`config.mk`:
```
export PLATFORM = sky130hd
export DESIGN_NAME = spi_regbank
export DESIGN_NICKNAME = d
export VERILOG_FILES = /design/src/rtl/spi_rb_pkg.sv /design/src/rtl/spi_rb_sync.sv /design/src/rtl/spi_rb_shift.sv /design/src/rtl/spi_rb_bank.sv /design/src/rtl/spi_regbank.sv
export SDC_FILE = /design/constraint.sdc
export NUM_CORES = 1
export LEC_CHECK = 0
export ABC_AREA = 0
export CAP_MARGIN = 25
export CORE_UTILIZATION = 35
export CTS_CLUSTER_DIAMETER = 60
export CTS_CLUSTER_SIZE = 8
export DETAILED_ROUTE_END_ITERATION = 10
export DONT_BUFFER_PORTS = 1
export GPL_TIMING_DRIVEN = 0
export MAX_ROUTING_LAYER = met4
export PLACE_DENSITY = 0.6
export SLEW_MARGIN = 20
export SYNTH_ARGS = -nofsm -noshare
export SYNTH_HDL_FRONTEND = slang
export SYNTH_SLANG_ARGS = --single-unit
```
`constraint.sdc`:
```
create_clock -name clk -period 5.4 [get_ports clk]
set_input_delay 0.81 -clock clk [delete_from_list [all_inputs] [get_ports clk]]
set_output_delay 0.81 -clock clk [all_outputs]
set_load 0.02 [all_outputs]
```
`src/rtl/spi_rb_pkg.sv`:
```
package spi_rb_pkg;
  localparam int BYTE_W = 8;
  localparam int ADDR_W = 5;
  localparam int WR_BIT = 7;

  typedef enum logic {
    PH_CMD  = 1'b0,
    PH_DATA = 1'b1
  } phase_e;
endpackage

```
`src/rtl/spi_rb_sync.sv`:
```
// Multi-stage synchroniser for a group of asynchronous pins. Exposes the
// settled level and the one-cycle-older copy so edges can be derived.
module spi_rb_sync #(
  parameter int             W       = 3,
  parameter int             STAGES  = 2,
  parameter logic [W-1:0]   RST_VAL = '0
) (
  input  logic         clk,
  input  logic         rst_n,
  input  logic [W-1:0] pin_i,
  output logic [W-1:0] lvl_o,
  output logic [W-1:0] prev_o
);
  localparam int DEPTH = STAGES + 1;

  logic [DEPTH-1:0][W-1:0] stage_q;
  logic [DEPTH-1:0][W-1:0] stage_d;

  always_comb begin
    stage_d = {stage_q[DEPTH-2:0], pin_i};
  end

  always_ff @(posedge clk or negedge rst_n) begin
    if (!rst_n) stage_q <= {DEPTH{RST_VAL}};
    else        stage_q <= stage_d;
  end

  assign lvl_o  = stage_q[STAGES-1];
  assign prev_o = stage_q[STAGES];
endmodule

```
`src/rtl/spi_rb_shift.sv`:
```
// Bit-level shifter: receive on rising SCLK, transmit on falling SCLK.
module spi_rb_shift
  import spi_rb_pkg::*;
(
  input  logic              clk,
  input  logic              rst_n,
  input  logic              sel,
  input  logic              sel_start,
  input  logic              sclk_rise,
  input  logic              sclk_fall,
  input  logic              sdi,
  input  logic [BYTE_W-1:0] frame_byte,
  input  logic [BYTE_W-1:0] next_byte,
  output logic [BYTE_W-1:0] rx_byte,
  output logic              byte_done,
  output logic              mid_byte,
  output logic              sdo_bit
);
  localparam int                CNT_W = $clog2(BYTE_W);
  localparam logic [CNT_W-1:0]  LAST  = CNT_W'(BYTE_W - 1);

  logic [CNT_W-1:0]  bit_q, bit_d;
  logic [BYTE_W-1:0] rx_q, rx_d;
  logic [BYTE_W-1:0] tx_q, tx_d;

  assign rx_byte   = {rx_q[BYTE_W-2:0], sdi};
  assign byte_done = sel && sclk_rise && (bit_q == LAST);
  assign mid_byte  = (bit_q != '0);
  assign sdo_bit   = tx_q[BYTE_W-1];

  always_comb begin
    bit_d = bit_q;
    rx_d  = rx_q;
    tx_d  = tx_q;
    if (sel_start) begin
      bit_d = '0;
      tx_d  = frame_byte;
    end else if (sel && sclk_rise) begin
      rx_d  = rx_byte;
      bit_d = bit_q + 1'b1;
    end else if (sel && sclk_fall) begin
      // counter wrapped to zero: a whole byte went by, start the next one
      tx_d = (bit_q == '0) ? next_byte : {tx_q[BYTE_W-2:0], 1'b0};
    end
  end

  always_ff @(posedge clk or negedge rst_n) begin
    if (!rst_n) begin
      bit_q <= '0;
      rx_q  <= '0;
      tx_q  <= '0;
    end else begin
      bit_q <= bit_d;
      rx_q  <= rx_d;
      tx_q  <= tx_d;
    end
  end

  AST_TX_MOVES_ON_FALL: assert property (@(posedge clk) disable iff (!rst_n)
    (!sclk_fall && !sel_start) |=> $stable(tx_q));
endmodule

```
`src/rtl/spi_rb_bank.sv`:
```
// Control bytes (written on commit) and status copies (sampled while idle).
module spi_rb_bank
  import spi_rb_pkg::*;
#(
  parameter int NUM_CTRL = 4,
  parameter int NUM_STAT = 4
) (
  input  logic                       clk,
  input  logic                       rst_n,
  input  logic                       cs_idle,
  input  logic                       commit_en,
  input  logic [ADDR_W-1:0]          commit_addr,
  input  logic [BYTE_W-1:0]          commit_data,
  input  logic [NUM_STAT*BYTE_W-1:0] status_i,
  input  logic [ADDR_W-1:0]          rd_addr,
  output logic [BYTE_W-1:0]          rd_data,
  output logic [NUM_CTRL*BYTE_W-1:0] ctrl_o
);
  logic [NUM_CTRL-1:0][BYTE_W-1:0] ctrl_q, ctrl_d;
  logic [NUM_STAT-1:0][BYTE_W-1:0] stat_q, stat_d;

  for (genvar g = 0; g < NUM_CTRL; g++) begin : g_ctrl
    assign ctrl_d[g] = (commit_en && commit_addr == ADDR_W'(g)) ? commit_data : ctrl_q[g];
  end

  for (genvar s = 0; s < NUM_STAT; s++) begin : g_stat
    assign stat_d[s] = cs_idle ? status_i[s*BYTE_W +: BYTE_W] : stat_q[s];
  end

  always_ff @(posedge clk or negedge rst_n) begin
    if (!rst_n) begin
      ctrl_q <= '0;
      stat_q <= '0;
    end else begin
      ctrl_q <= ctrl_d;
      stat_q <= stat_d;
    end
  end

  always_comb begin
    rd_data = '0;
    for (int i = 0; i < NUM_CTRL; i++)
      if (rd_addr == ADDR_W'(i)) rd_data = ctrl_q[i];
    for (int i = 0; i < NUM_STAT; i++)
      if (rd_addr == ADDR_W'(NUM_CTRL + i)) rd_data = stat_q[i];
  end

  assign ctrl_o = ctrl_q;

  AST_CTRL_HELD_WHILE_SELECTED: assert property (@(posedge clk) disable iff (!rst_n)
    !cs_idle |=> $stable(ctrl_q));
  AST_STATUS_FROZEN: assert property (@(posedge clk) disable iff (!rst_n)
    !cs_idle |=> $stable(stat_q));
endmodule

```
`src/rtl/spi_regbank.sv`:
```
module spi_regbank
  import spi_rb_pkg::*;
#(
  parameter int NUM_CTRL    = 4,
  parameter int NUM_STAT    = 4,
  parameter int SYNC_STAGES = 2
) (
  input  logic                       clk,
  input  logic                       rst_n,
  input  logic                       spi_sclk,
  input  logic                       spi_cs_n,
  input  logic                       spi_sdi,
  output logic                       spi_sdo,
  output logic                       spi_sdo_oe,
  input  logic [NUM_STAT*BYTE_W-1:0] status_i,
  output logic [NUM_CTRL*BYTE_W-1:0] ctrl_o
);
  localparam int PIN_W  = 3;
  localparam int P_CS   = 2;
  localparam int P_SCLK = 1;
  localparam int P_SDI  = 0;
  localparam logic [ADDR_W-1:0] CTRL_LIMIT = ADDR_W'(NUM_CTRL);

  // reset: asserted asynchronously, released on a clock edge
  logic [1:0] rst_pipe_q;
  logic       srst_n;
  always_ff @(posedge clk or negedge rst_n) begin
    if (!rst_n) rst_pipe_q <= '0;
    else        rst_pipe_q <= {rst_pipe_q[0], 1'b1};
  end
  assign srst_n = rst_pipe_q[1];

  logic [PIN_W-1:0] pin_lvl, pin_prev;
  spi_rb_sync #(
    .W       (PIN_W),
    .STAGES  (SYNC_STAGES),
    .RST_VAL (3'b100)
  ) u_sync (
    .clk    (clk),
    .rst_n  (srst_n),
    .pin_i  ({spi_cs_n, spi_sclk, spi_sdi}),
    .lvl_o  (pin_lvl),
    .prev_o (pin_prev)
  );

  logic sel, sel_start, sel_end, sclk_rise, sclk_fall, sdi_s;
  assign sel       = ~pin_lvl[P_CS];
  assign sel_start = ~pin_lvl[P_CS] &  pin_prev[P_CS];
  assign sel_end   =  pin_lvl[P_CS] & ~pin_prev[P_CS];
  assign sclk_rise =  pin_lvl[P_SCLK] & ~pin_prev[P_SCLK];
  assign sclk_fall = ~pin_lvl[P_SCLK] &  pin_prev[P_SCLK];
  // older copy of DI: it was set up well before the rising edge
  assign sdi_s     = pin_prev[P_SDI];

  phase_e            phase_q, phase_d;
  logic              cmd_wr_q, cmd_wr_d;
  logic [ADDR_W-1:0] cmd_addr_q, cmd_addr_d;
  logic [BYTE_W-1:0] tx_next_q, tx_next_d;
  logic [BYTE_W-1:0] out_stage_q, out_stage_d;
  logic [BYTE_W-1:0] out_keep_q, out_keep_d;
  logic              pend_valid_q, pend_valid_d;
  logic [ADDR_W-1:0] pend_addr_q, pend_addr_d;
  logic [BYTE_W-1:0] pend_data_q, pend_data_d;

  logic [BYTE_W-1:0] rx_byte, rd_data, next_byte;
  logic              byte_done, mid_byte, sdo_bit;
  logic              frame_clean, commit_en;

  assign next_byte   = (phase_q == PH_DATA) ? tx_next_q : out_stage_q;
  assign frame_clean = (phase_q == PH_CMD) && !mid_byte;
  assign commit_en   = sel_end && frame_clean && pend_valid_q;

  spi_rb_shift u_shift (
    .clk        (clk),
    .rst_n      (srst_n),
    .sel        (sel),
    .sel_start  (sel_start),
    .sclk_rise  (sclk_rise),
    .sclk_fall  (sclk_fall),
    .sdi        (sdi_s),
    .frame_byte (out_keep_q),
    .next_byte  (next_byte),
    .rx_byte    (rx_byte),
    .byte_done  (byte_done),
    .mid_byte   (mid_byte),
    .sdo_bit    (sdo_bit)
  );

  spi_rb_bank #(
    .NUM_CTRL (NUM_CTRL),
    .NUM_STAT (NUM_STAT)
  ) u_bank (
    .clk         (clk),
    .rst_n       (srst_n),
    .cs_idle     (pin_lvl[P_CS]),
    .commit_en   (commit_en),
    .commit_addr (pend_addr_q),
    .commit_data (pend_data_q),
    .status_i    (status_i),
    .rd_addr     (rx_byte[ADDR_W-1:0]),
    .rd_data     (rd_data),
    .ctrl_o      (ctrl_o)
  );

  always_comb begin
    phase_d      = phase_q;
    cmd_wr_d     = cmd_wr_q;
    cmd_addr_d   = cmd_addr_q;
    tx_next_d    = tx_next_q;
    out_stage_d  = out_stage_q;
    out_keep_d   = out_keep_q;
    pend_valid_d = pend_valid_q;
    pend_addr_d  = pend_addr_q;
    pend_data_d  = pend_data_q;
    if (sel_start) begin
      phase_d      = PH_CMD;
      out_stage_d  = out_keep_q;
      pend_valid_d = 1'b0;
    end else if (sel_end) begin
      phase_d      = PH_CMD;
      pend_valid_d = 1'b0;
      if (frame_clean) out_keep_d = out_stage_q;
    end else if (byte_done) begin
      if (phase_q == PH_CMD) begin
        phase_d    = PH_DATA;
        cmd_wr_d   = rx_byte[WR_BIT];
        cmd_addr_d = rx_byte[ADDR_W-1:0];
        tx_next_d  = rd_data;
      end else begin
        phase_d     = PH_CMD;
        out_stage_d = tx_next_q;
        if (cmd_wr_q && (cmd_addr_q < CTRL_LIMIT)) begin
          pend_valid_d = 1'b1;
          pend_addr_d  = cmd_addr_q;
          pend_data_d  = rx_byte;
        end
      end
    end
  end

  always_ff @(posedge clk or negedge srst_n) begin
    if (!srst_n) begin
      phase_q      <= PH_CMD;
      cmd_wr_q     <= 1'b0;
      cmd_addr_q   <= '0;
      tx_next_q    <= '0;
      out_stage_q  <= '0;
      out_keep_q   <= '0;
      pend_valid_q <= 1'b0;
      pend_addr_q  <= '0;
      pend_data_q  <= '0;
    end else begin
      phase_q      <= phase_d;
      cmd_wr_q     <= cmd_wr_d;
      cmd_addr_q   <= cmd_addr_d;
      tx_next_q    <= tx_next_d;
      out_stage_q  <= out_stage_d;
      out_keep_q   <= out_keep_d;
      pend_valid_q <= pend_valid_d;
      pend_addr_q  <= pend_addr_d;
      pend_data_q  <= pend_data_d;
    end
  end

  assign spi_sdo_oe = sel;
  assign spi_sdo    = sel & sdo_bit;

  AST_PENDING_WRITE_IS_CTRL: assert property (@(posedge clk) disable iff (!srst_n)
    pend_valid_q |-> (pend_addr_q < CTRL_LIMIT));
  AST_ABORTED_FRAME_KEEPS_OUT: assert property (@(posedge clk) disable iff (!srst_n)
    (sel_end && !frame_clean) |=> $stable(out_keep_q));
endmodule

```
==> flow_summary.html, run 1 <==
<table>
<tr><th>Metric</th><th>Value</th></tr>
<tr><th colspan="2">Setup path</th></tr>
<tr><td>Register-to-Register Path Depth</td><td>8</td></tr>
<tr><td>R2R setup slack</td><td>2.12 ns</td></tr>
<tr><td>Critical Path Max Stage Delay</td><td>about 0.64 ns</td></tr>
<tr><td>Cell-by-cell listing of the critical path</td><td>buf_2 -&gt; buf_1 -&gt; inv_1 -&gt; ha_1 -&gt; inv_1 -&gt; and2_1 -&gt; buf_2 -&gt; mux2_2</td></tr>
<tr><td>CP max FO</td><td>10</td></tr>
<tr><td>Req. time, crit path</td><td>roughly 5.7 ns</td></tr>
<tr><td>CP Capture Type</td><td>register</td></tr>
<tr><td>Capturing point of the worst reg2reg path</td><td>u_shift.rx_q[4]</td></tr>
<tr><td>Startpoint kind of the worst setup timing path</td><td>register</td></tr>
<tr><td>Type of the setup path with the least slack</td><td>register to register</td></tr>
<tr><td>Slowest library cell on the worst path</td><td>buf_1</td></tr>
<tr><td>RR Startpoint</td><td>u_sync.lvl_o[2]</td></tr>
<tr><td>Arrival time worst endpoint</td><td>roughly 3.6 ns</td></tr>
<tr><th colspan="2">Synth</th></tr>
<tr><td>Number of enable flip-flop cells after synthesis</td><td>0</td></tr>
<tr><td>Post-synthesis average cell area</td><td>12.9 um2</td></tr>
<tr><td>Synthesized instance count</td><td>between 400 and 500</td></tr>
<tr><td>Distinct cell type count after synthesis</td><td>50</td></tr>
<tr><td>Syn. warnings</td><td>0</td></tr>
<tr><td>Sequential area share after synthesis</td><td>a little under three fifths</td></tr>
<tr><td>Nets in the synthesized netlist</td><td>slightly above 500</td></tr>
<tr><td>Share of flip-flops with an asynchronous set or reset after synthesis</td><td>between 90% and 100%</td></tr>
<tr><td>Number of synthesized register bits</td><td>138</td></tr>
<tr><td>Primary FF master, synth</td><td>dfrtp_1</td></tr>
<tr><td>Cell Area, Synth</td><td>~0.0061 mm2</td></tr>
<tr><th colspan="2">Floorplanning</th></tr>
<tr><td>Core footprint</td><td>around 0.017 mm2</td></tr>
<tr><td>Die span in y</td><td>roughly 130 um</td></tr>
<tr><td>Initial core utilization</td><td>between 30% and 40%</td></tr>
<tr><td>Horizontal extent of the die</td><td>about 130 um</td></tr>
<tr><td>Die Outline Area</td><td>about 0.018 mm2</td></tr>
<tr><td>Top-level port count</td><td>71</td></tr>
<tr><td>Row cnt</td><td>48</td></tr>
<tr><th colspan="2">Routing</th></tr>
<tr><td>Average wire length per cell after detail routing</td><td>between 20 and 25 um</td></tr>
<tr><td>Post-route antenna net violation count</td><td>0</td></tr>
<tr><td>First DRT Iteration DRCs</td><td>roughly 250</td></tr>
<tr><td>Vias</td><td>3878</td></tr>
<tr><td>Via-to-Cell Ratio</td><td>~5.3</td></tr>
<tr><td>Total DRC errors in the routed layout</td><td>0</td></tr>
<tr><td>Detailed-router iteration count before antenna repair</td><td>5</td></tr>
<tr><td>Routed WL</td><td>roughly 15000 um</td></tr>
<tr><th colspan="2">Clock tree</th></tr>
<tr><td>Post-CTS Repair Setup Buffers</td><td>0</td></tr>
<tr><td>Root buffer selected by CTS</td><td>clkbuf_16</td></tr>
<tr><td>Clock input transition at the sequential cells of the worst setup and hold paths</td><td>approximately 0.06 ns</td></tr>
<tr><td>Count of clock tree sinks</td><td>between 100 and 150</td></tr>
<tr><td>Cells resized by post-CTS repair</td><td>0</td></tr>
<tr><td>Later-pin clock latency in the skew report</td><td>around 0.42 ns</td></tr>
<tr><td>Inserted Clock Buffers</td><td>17</td></tr>
<tr><td>TritonCTS clock tree</td><td>built</td></tr>
<tr><td>Total of hold buffers inserted after clock tree synthesis</td><td>0</td></tr>
<tr><td>Clock Tree Buf Depth</td><td>2</td></tr>
<tr><td>CTS H-Tree Depth</td><td>4</td></tr>
<tr><th colspan="2">Global route</th></tr>
<tr><td>Total track usage</td><td>around 18%</td></tr>
<tr><td>Aggregate global routing overflow</td><td>0</td></tr>
<tr><td>First-pass GRT wire length</td><td>between 20000 and 25000 um</td></tr>
<tr><td>Via count of the first global-routing pass</td><td>around 4000</td></tr>
<tr><td>Antenna violations before repair</td><td>1</td></tr>
<tr><td>Largest net degree at the start of global routing</td><td>57</td></tr>
<tr><th colspan="2">Layout</th></tr>
<tr><td>Final instance area</td><td>a little over 0.007 mm2</td></tr>
<tr><td>Multi-input logic area</td><td>roughly 0.0025 mm2</td></tr>
<tr><td>Register Area</td><td>roughly 0.0035 mm2</td></tr>
<tr><td>Filler Cells Inserted</td><td>between 1500 and 2000</td></tr>
<tr><td>Top library cells by usage in the layout, fill and taps aside</td><td>dfrtp_1 (134), mux2_2 (86), nand2_1 (37), mux2i_1 (37), o22ai_1 (21)</td></tr>
<tr><td>Net count of the finished layout</td><td>approximately 540</td></tr>
<tr><td>Area delta synth-&gt;final</td><td>15.3%</td></tr>
<tr><td>Most common library cell in the layout ignoring fill and taps</td><td>dfrtp_1</td></tr>
<tr><td>Share of cells above drive strength 1</td><td>between 20 and 30%</td></tr>
<tr><th colspan="2">Place</th></tr>
<tr><td>Detailed-placement wirelength estimate</td><td>around 11000 um</td></tr>
<tr><td>Instance area at placement</td><td>about 0.0065 mm2</td></tr>
<tr><td>Last weighted congestion value of the routability-driven placer</td><td>0.806</td></tr>
<tr><td># port buffers</td><td>0</td></tr>
<tr><th colspan="2">Power and ir drop</th></tr>
<tr><td>IR drop worst, VDD</td><td>0.247 mV</td></tr>
<tr><td>Static power due to leakage</td><td>0.00322 uW</td></tr>
<tr><td>Areal power density over the cells</td><td>approximately 390 mW/mm2</td></tr>
<tr><th colspan="2">STA</th></tr>
<tr><td>Final hold violation count</td><td>0</td></tr>
<tr><td>Crit path time final</td><td>roughly 3.3 ns</td></tr>
<tr><td>Slew of the pin with the lowest slew margin</td><td>0.831 ns</td></tr>
<tr><td>Final number of max-transition violations</td><td>0</td></tr>
<tr><td>Worst relative slew slack</td><td>44.5%</td></tr>
<tr><td>Setup Viol. Count Final</td><td>0</td></tr>
<tr><td>Fin crit share</td><td>60.7%</td></tr>
<tr><td>Max Freq</td><td>305 MHz</td></tr>
<tr><td>Clock skew</td><td>around 0.010 ns</td></tr>
<tr><td>RSZ-0062 raised after global routing</td><td>no</td></tr>
<tr><td>Setup total negative slack</td><td>0 ns</td></tr>
<tr><th colspan="2">Outcome</th></tr>
<tr><td>Status</td><td>completed</td></tr>
<tr><th colspan="2">Worst hold path</th></tr>
<tr><td>Min-delay worst type</td><td>primary input to async pin</td></tr>
<tr><th colspan="2">Job</th></tr>
<tr><td>Max cap viols</td><td>0</td></tr>
</table>
==> worst max-delay path: cells and delay by family (launching register included) <==
kind,cells,cell delay (ns)
mux,1,0.36
fa+ha+maj,1,0.36
flops,1,0.55
simple gates,1,0.21
buf+inv,5,1.67
==> stage by stage <==
stage	total power, uW	instances	utilization (%)	worst slack (ns)	hold WS [ns]
finish	2790	734	41.2	2.12	0.0780
global route	2910	734	41.2	1.94	0.0488
CTS	2820	733	41.2	2.08	0.0577
detailed placement	1640	701	37.7	2.10	0.325
global placement	1610	699	37.4	-0.0811	0.333
floorplan	1530	474	-	1.28	0.331
==> Yosys cell counts, types with 2 or more instances <==
cell | instances | area, um2
a211oi_1 | 5 | 37.5
a21o_1 | 2 | 15.0
a21oi_1 | 18 | 90.1
a2bb2oi_1 | 7 | 61.3
a31oi_1 | 2 | 12.5
and2_1 | 5 | 31.3
buf_1 | 3 | 11.3
buf_2 | 7 | 35.0
buf_4 | 3 | 22.5
clkbuf_1 | 10 | 37.5
dfrtp_1 | 135 | 3380
dfstp_2 | 3 | 78.8
ha_1 | 5 | 62.6
inv_1 | 7 | 26.3
mux2_2 | 86 | 968
mux2_4 | 6 | 90.1
mux2i_1 | 37 | 370
nand2_1 | 37 | 139
nand2b_1 | 3 | 18.8
nand3_1 | 2 | 10.0
nand3b_1 | 2 | 15.0
nor2_1 | 14 | 52.6
nor2b_1 | 4 | 25.0
nor3_1 | 3 | 15.0
o2111ai_1 | 2 | 17.5
o211ai_1 | 7 | 52.6
o21ai_0 | 15 | 75.1
o22ai_1 | 21 | 131
or4bb_1 | 2 | 22.5
==> state kept, by name, summed over array words and instances (netlist names), 7 cells and up <==
| signal | flops |
|---|---|
| u_bank.ctrl_o | 32 |
| u_bank.stat_q | 32 |
| out_keep_q | 8 |
| out_stage_q | 8 |
| pend_data_q | 8 |
| tx_next_q | 8 |
| u_shift.tx_q | 8 |
| u_shift.rx_q | 7 |
==> power by group <==
| part | internal, uW | leakage, uW | switching [uW] |
|---|---|---|---|
| sequential | 1150 | 0.00174 | 103 |
| clock | 721 | 0.000298 | 449 |
| combinational | 177 | 0.00118 | 187 |
| total | 2050 | 0.00322 | 739 |
==> worst max path at each step <==
stage	endpoint	startpoint	slack, ns
after global routing	u_shift.rx_q[4]	u_sync.lvl_o[2]	1.94
after floorplan	cmd_addr_q[0]	rst_pipe_q[1]	1.28
after detailed placement	u_shift.rx_q[4]	u_sync.lvl_o[2]	2.10
after global placement	u_shift.tx_q[7]	rst_pipe_q[1]	-0.08
after CTS	u_shift.rx_q[4]	u_sync.lvl_o[2]	2.08
final	u_shift.rx_q[4]	u_sync.lvl_o[2]	2.12
==> per-layer routing <==
layer	wire length, um	track usage (%)	up-vias
met1	6490	21.9	2003
met2	7440	28.8	89
met3	561	4.50	16
met4	208	6.68	0
met5	0	-	-
li1	-	-	1770
==> logic make-up after synthesis <==
| logic type | synth area share, % |
|---|---|
| muxes | 23.3 |
| adders and majority gates | 1.02 |
| other | 0.0611 |
| AOI/OAI and AO/OA | 8.73 |
| xor gates and xnor gates | 0.143 |
| buffers and inverters | 2.41 |
| and+or+nand+nor | 7.99 |
| DFF | 56.4 |
==> area by class of cell <==
cell class                 instances  share of cell area [%]
antenna                            1                  0.0354
buffer                            24                    1.66
clock buffer                      20                    6.60
clock inverter                    12                    1.91
inverter                           8                   0.425
multi-input combinational        304                    35.8
sequential                       138                    48.9
tap                              225                    3.98
timing repair buffer               2                   0.672
Power figures use the tool's default switching activity.
==> run 2, diff against run 1 <==
--- a/config.mk
+++ b/config.mk
@@ -5,7 +5,7 @@
 export SDC_FILE = /design/constraint.sdc
 export NUM_CORES = 1
 export LEC_CHECK = 0
-export ABC_AREA = 0
+export ABC_AREA = 1
 export CAP_MARGIN = 25
 export CORE_UTILIZATION = 35
 export CTS_CLUSTER_DIAMETER = 60
==> constraint.sdc (replaced) <==
create_clock -name clk -period 3.3 [get_ports clk]
set_input_delay 0.495 -clock clk [delete_from_list [all_inputs] [get_ports clk]]
set_output_delay 0.495 -clock clk [all_outputs]
set_load 0.02 [all_outputs]
==> run 2 against run 1 <==
Largest cell class unchanged. Total power is 59% higher. Clock skew hardly changed. Die area is 1.4% lower.
==> flow_summary.html, run 2 <==
<table>
<tr><th>Metric</th><th>Value</th></tr>
<tr><th colspan="2">Layout</th></tr>
<tr><td>Top library cells by usage in the layout, fill and taps aside</td><td>nand2_1 (254), dfrtp_1 (134), o21ai_0 (80), inv_1 (60), nor2_1 (44)</td></tr>
<tr><td>Register Area</td><td>roughly 0.0035 mm2</td></tr>
<tr><td>Multi-input logic area</td><td>roughly 0.0022 mm2</td></tr>
<tr><td>Net count of the finished layout</td><td>about 760</td></tr>
<tr><td>Filler Cells Inserted</td><td>1685</td></tr>
<tr><td>Share of cells above drive strength 1</td><td>around 11%</td></tr>
<tr><td>Area delta synth-&gt;final</td><td>15.9%</td></tr>
<tr><td>End-of-flow core utilization</td><td>42.0%</td></tr>
<tr><td>Most common library cell in the layout ignoring fill and taps</td><td>nand2_1</td></tr>
<tr><td># diodes</td><td>0</td></tr>
<tr><th colspan="2">Synth</th></tr>
<tr><td>Largest area contributor in the synthesized netlist</td><td>dfrtp_1</td></tr>
<tr><td>Commonest cells post-synth</td><td>nand2_1 (254), dfrtp_1 (135), o21ai_0 (80)</td></tr>
<tr><td>Combinational family with the most area after synthesis</td><td>simple AND/OR/NAND/NOR gates</td></tr>
<tr><td>Number of enable flip-flop cells after synthesis</td><td>0</td></tr>
<tr><td>Xor/xnor share of the synthesized area</td><td>0%</td></tr>
<tr><td>Syn. warnings</td><td>0</td></tr>
<tr><td>Sequential area share after synthesis</td><td>between 50 and 60%</td></tr>
<tr><td>Share of flip-flops with an asynchronous set or reset after synthesis</td><td>100%</td></tr>
<tr><td>Mux share of post-synthesis cell area</td><td>0%</td></tr>
<tr><td>Distinct cell type count after synthesis</td><td>32</td></tr>
<tr><td>Main area contributors after synthesis</td><td>dfrtp_1 (56%), nand2_1 (16%), o21ai_0 (6.6%)</td></tr>
<tr><td>Nets in the synthesized netlist</td><td>738</td></tr>
<tr><td>Cell Area, Synth</td><td>about 0.0060 mm2</td></tr>
<tr><td>Adder-cell share of the synthesized area</td><td>under 10%</td></tr>
<tr><td>Simple logic cell fraction of the synthesized area</td><td>a little under a quarter</td></tr>
<tr><td>Post-synthesis average cell area</td><td>just under 9 um2</td></tr>
<tr><td>Primary FF master, synth</td><td>dfrtp_1</td></tr>
<tr><td>Number of synthesized register bits</td><td>~140</td></tr>
<tr><td>Most common cell in the netlist</td><td>nand2_1</td></tr>
<tr><td>Post-synth top area share</td><td>55.9%</td></tr>
<tr><td>Fraction of the mapped netlist area in compound gates</td><td>11.9%</td></tr>
<tr><td>Synthesized instance count</td><td>696</td></tr>
<tr><th colspan="2">Job</th></tr>
<tr><td>Max cap viols</td><td>0</td></tr>
<tr><th colspan="2">Floorplanning</th></tr>
<tr><td>Core footprint</td><td>roughly 0.017 mm2</td></tr>
<tr><td>Initial core utilization</td><td>a little over a third</td></tr>
<tr><td>Die span in y</td><td>between 100 and 150 um</td></tr>
<tr><td>Die Outline Area</td><td>between 0.015 and 0.02 mm2</td></tr>
<tr><td>Top-level port count</td><td>between 70 and 80</td></tr>
<tr><td>Row cnt</td><td>47</td></tr>
<tr><td>Horizontal extent of the die</td><td>approximately 130 um</td></tr>
<tr><th colspan="2">Routing</th></tr>
<tr><td>Via-to-Cell Ratio</td><td>just under 5</td></tr>
<tr><td>Detailed-router iteration count before antenna repair</td><td>5</td></tr>
<tr><td>Post-route antenna net violation count</td><td>0</td></tr>
<tr><td>Average wire length per cell after detail routing</td><td>about 15 um</td></tr>
<tr><td>Total DRC errors in the routed layout</td><td>0</td></tr>
<tr><td>First DRT Iteration DRCs</td><td>305</td></tr>
<tr><td>Vias</td><td>about 4600</td></tr>
<tr><td>Routed WL</td><td>between 10000 and 15000 um</td></tr>
<tr><th colspan="2">STA</th></tr>
<tr><td>Setup total negative slack</td><td>0 ns</td></tr>
<tr><td>Max Freq</td><td>~340 MHz</td></tr>
<tr><td>Setup Viol. Count Final</td><td>0</td></tr>
<tr><td>Fin crit share</td><td>between 80 and 90%</td></tr>
<tr><td>Final hold violation count</td><td>0</td></tr>
<tr><td>Crit path time final</td><td>2.93 ns</td></tr>
<tr><td>Worst hold margin</td><td>about 0.061 ns</td></tr>
<tr><td>RSZ-0062 raised after global routing</td><td>no</td></tr>
<tr><td>Clock skew</td><td>0.00956 ns</td></tr>
<tr><td>Worst relative slew slack</td><td>40.2%</td></tr>
<tr><td>Slew of the pin with the lowest slew margin</td><td>approximately 0.90 ns</td></tr>
<tr><td>Final number of max-transition violations</td><td>0</td></tr>
<tr><th colspan="2">Setup path</th></tr>
<tr><td>Type of the setup path with the least slack</td><td>register to register</td></tr>
<tr><td>First element of the critical path</td><td>u_sync.lvl_o[2]</td></tr>
<tr><td>Startpoint kind of the worst setup timing path</td><td>register</td></tr>
<tr><td>Arrival time worst endpoint</td><td>~3.3 ns</td></tr>
<tr><td>CP Capture Type</td><td>register</td></tr>
<tr><td>Req. time, crit path</td><td>3.64 ns</td></tr>
<tr><td>CP max FO</td><td>11</td></tr>
<tr><td>RR Startpoint</td><td>u_sync.lvl_o[2]</td></tr>
<tr><th colspan="2">Place</th></tr>
<tr><td>Detailed-placement wirelength estimate</td><td>around 10000 um</td></tr>
<tr><td>Last weighted congestion value of the routability-driven placer</td><td>0.843</td></tr>
<tr><td># port buffers</td><td>0</td></tr>
<tr><th colspan="2">Power and ir drop</th></tr>
<tr><td>Areal power density over the cells</td><td>around 630 mW/mm2</td></tr>
<tr><td>IR drop worst, VDD</td><td>approximately 0.35 mV</td></tr>
<tr><td>Tot Pwr</td><td>4430 uW</td></tr>
<tr><td>Static power due to leakage</td><td>0.00329 uW</td></tr>
<tr><th colspan="2">Worst hold path</th></tr>
<tr><td>Min-delay src</td><td>spi_cs_n</td></tr>
<tr><td>Min-delay worst type</td><td>primary input to register</td></tr>
<tr><th colspan="2">Clock tree</th></tr>
<tr><td>Inserted Clock Buffers</td><td>17</td></tr>
<tr><td>Post-CTS Repair Setup Buffers</td><td>0</td></tr>
<tr><td>TritonCTS clock tree</td><td>built</td></tr>
<tr><td>Count of clock tree sinks</td><td>138</td></tr>
<tr><td>Clock Tree Buf Depth</td><td>2</td></tr>
<tr><td>Cells resized by post-CTS repair</td><td>0</td></tr>
<tr><td>Root buffer selected by CTS</td><td>clkbuf_16</td></tr>
<tr><td>Later-pin clock latency in the skew report</td><td>approximately 0.43 ns</td></tr>
<tr><td>Clock input transition at the sequential cells of the worst setup and hold paths</td><td>0.06 ns</td></tr>
<tr><td>CTS H-Tree Depth</td><td>4</td></tr>
<tr><th colspan="2">Global route</th></tr>
<tr><td>First-pass GRT wire length</td><td>24200 um</td></tr>
<tr><td>Aggregate global routing overflow</td><td>0</td></tr>
<tr><td>Via count of the first global-routing pass</td><td>between 4000 and 5000</td></tr>
<tr><td>Largest net degree at the start of global routing</td><td>51</td></tr>
<tr><td>Antenna violations before repair</td><td>0</td></tr>
<tr><td>Total track usage</td><td>18.3%</td></tr>
<tr><th colspan="2">Outcome</th></tr>
<tr><td>Status</td><td>completed</td></tr>
</table>
[run 2: cell count changes after synthesis, moves of 8 or more]
cell	previous run	this run
o21ai_2	0	11
o22ai_1	21	0
nand4_1	0	12
mux2_2	86	0
inv_1	7	60
o21ai_1	0	8
o21ai_0	15	80
mux2i_1	37	0
nand2_1	37	254
nor2_1	14	44
nand3_1	2	10
[run 2: layout make-up]
class / count / share of cell area (%)
clock inverters: 8 / 1.68
clock buffers: 24 / 6.87
multi-input cells: 469 / 31.4
inverters: 65 / 3.48
well taps: 220 / 3.93
plain buffers: 24 / 2.05
repair buffers: 4 / 1.21
flip-flops and latches: 138 / 49.4
[run 2: what timing repair did]
action	in CTS	in global routing
hold buffers	1	0
endpoints found under the setup margin	0	0
hold endpoints to repair	2	0
[run 2: where the power goes]
group | total, uW | switching, uW | leakage, uW | internal [uW]
clock | 1940 | 700 | 0.000294 | 1240
combinational | 516 | 351 | 0.00124 | 164
sequential | 1970 | 99.6 | 0.00175 | 1870
total | 4430 | 1150 | 0.00329 | 3280
[run 2: final timing paths]
kind                                endpoint  slack [ns]  cells past startpoint
setup / recovery              out_stage_q[2]        0.37                     10
hold / removal             u_sync.stage_d[5]        0.06                      0
setup reg to reg              out_stage_q[2]        0.37                     10
hold reg to reg            u_bank.stat_q[18]        0.17                      0
max in group asynchronous   u_bank.ctrl_o[3]        2.12                      3
min in group asynchronous  u_bank.stat_q[18]        0.17                      0
[run 2: cells by family (layout without fill, tap and decap cells)]
kind of cell / Yosys count / count (layout)
compound gates: 127 / 127
fa+ha+maj: 5 / 5
buf+inv: 89 / 125
flops: 138 / 138
other cells: 1 / 1
simple gates: 336 / 336
[run 2: worst max-delay path: stages, from the launching register on]
cell      delay [ns]
dfstp_2         0.39
buf_6           0.14
inv_2           0.13
clkbuf_1        0.70
ha_1            0.30
clkbuf_1        0.39
clkbuf_1        0.42
nand2_1         0.13
o21ai_0         0.10
nand2_1         0.07
o21ai_0         0.08
[run 2: per-stage QoR]
| stage | instances | setup WS, ns | cell area, um2 |
|---|---|---|---|
| floorplan | 696 | 1.01 | 6050 |
| global placement | 916 | 0.0963 | 6320 |
| detailed placement | 919 | 0.413 | 6400 |
| CTS | 952 | 0.395 | 7010 |
| global route | 952 | 0.107 | 7010 |
| finish | 952 | 0.371 | 7010 |
[run 2: per-layer routing]
metal,up-vias,part of all wire [%],GRT usage [%]
met3,15,4.0,3.92
met5,-,0,-
met1,2245,46,23.5
met2,97,48,28.4
met4,0,1.5,6.76
li1,2274,-,-
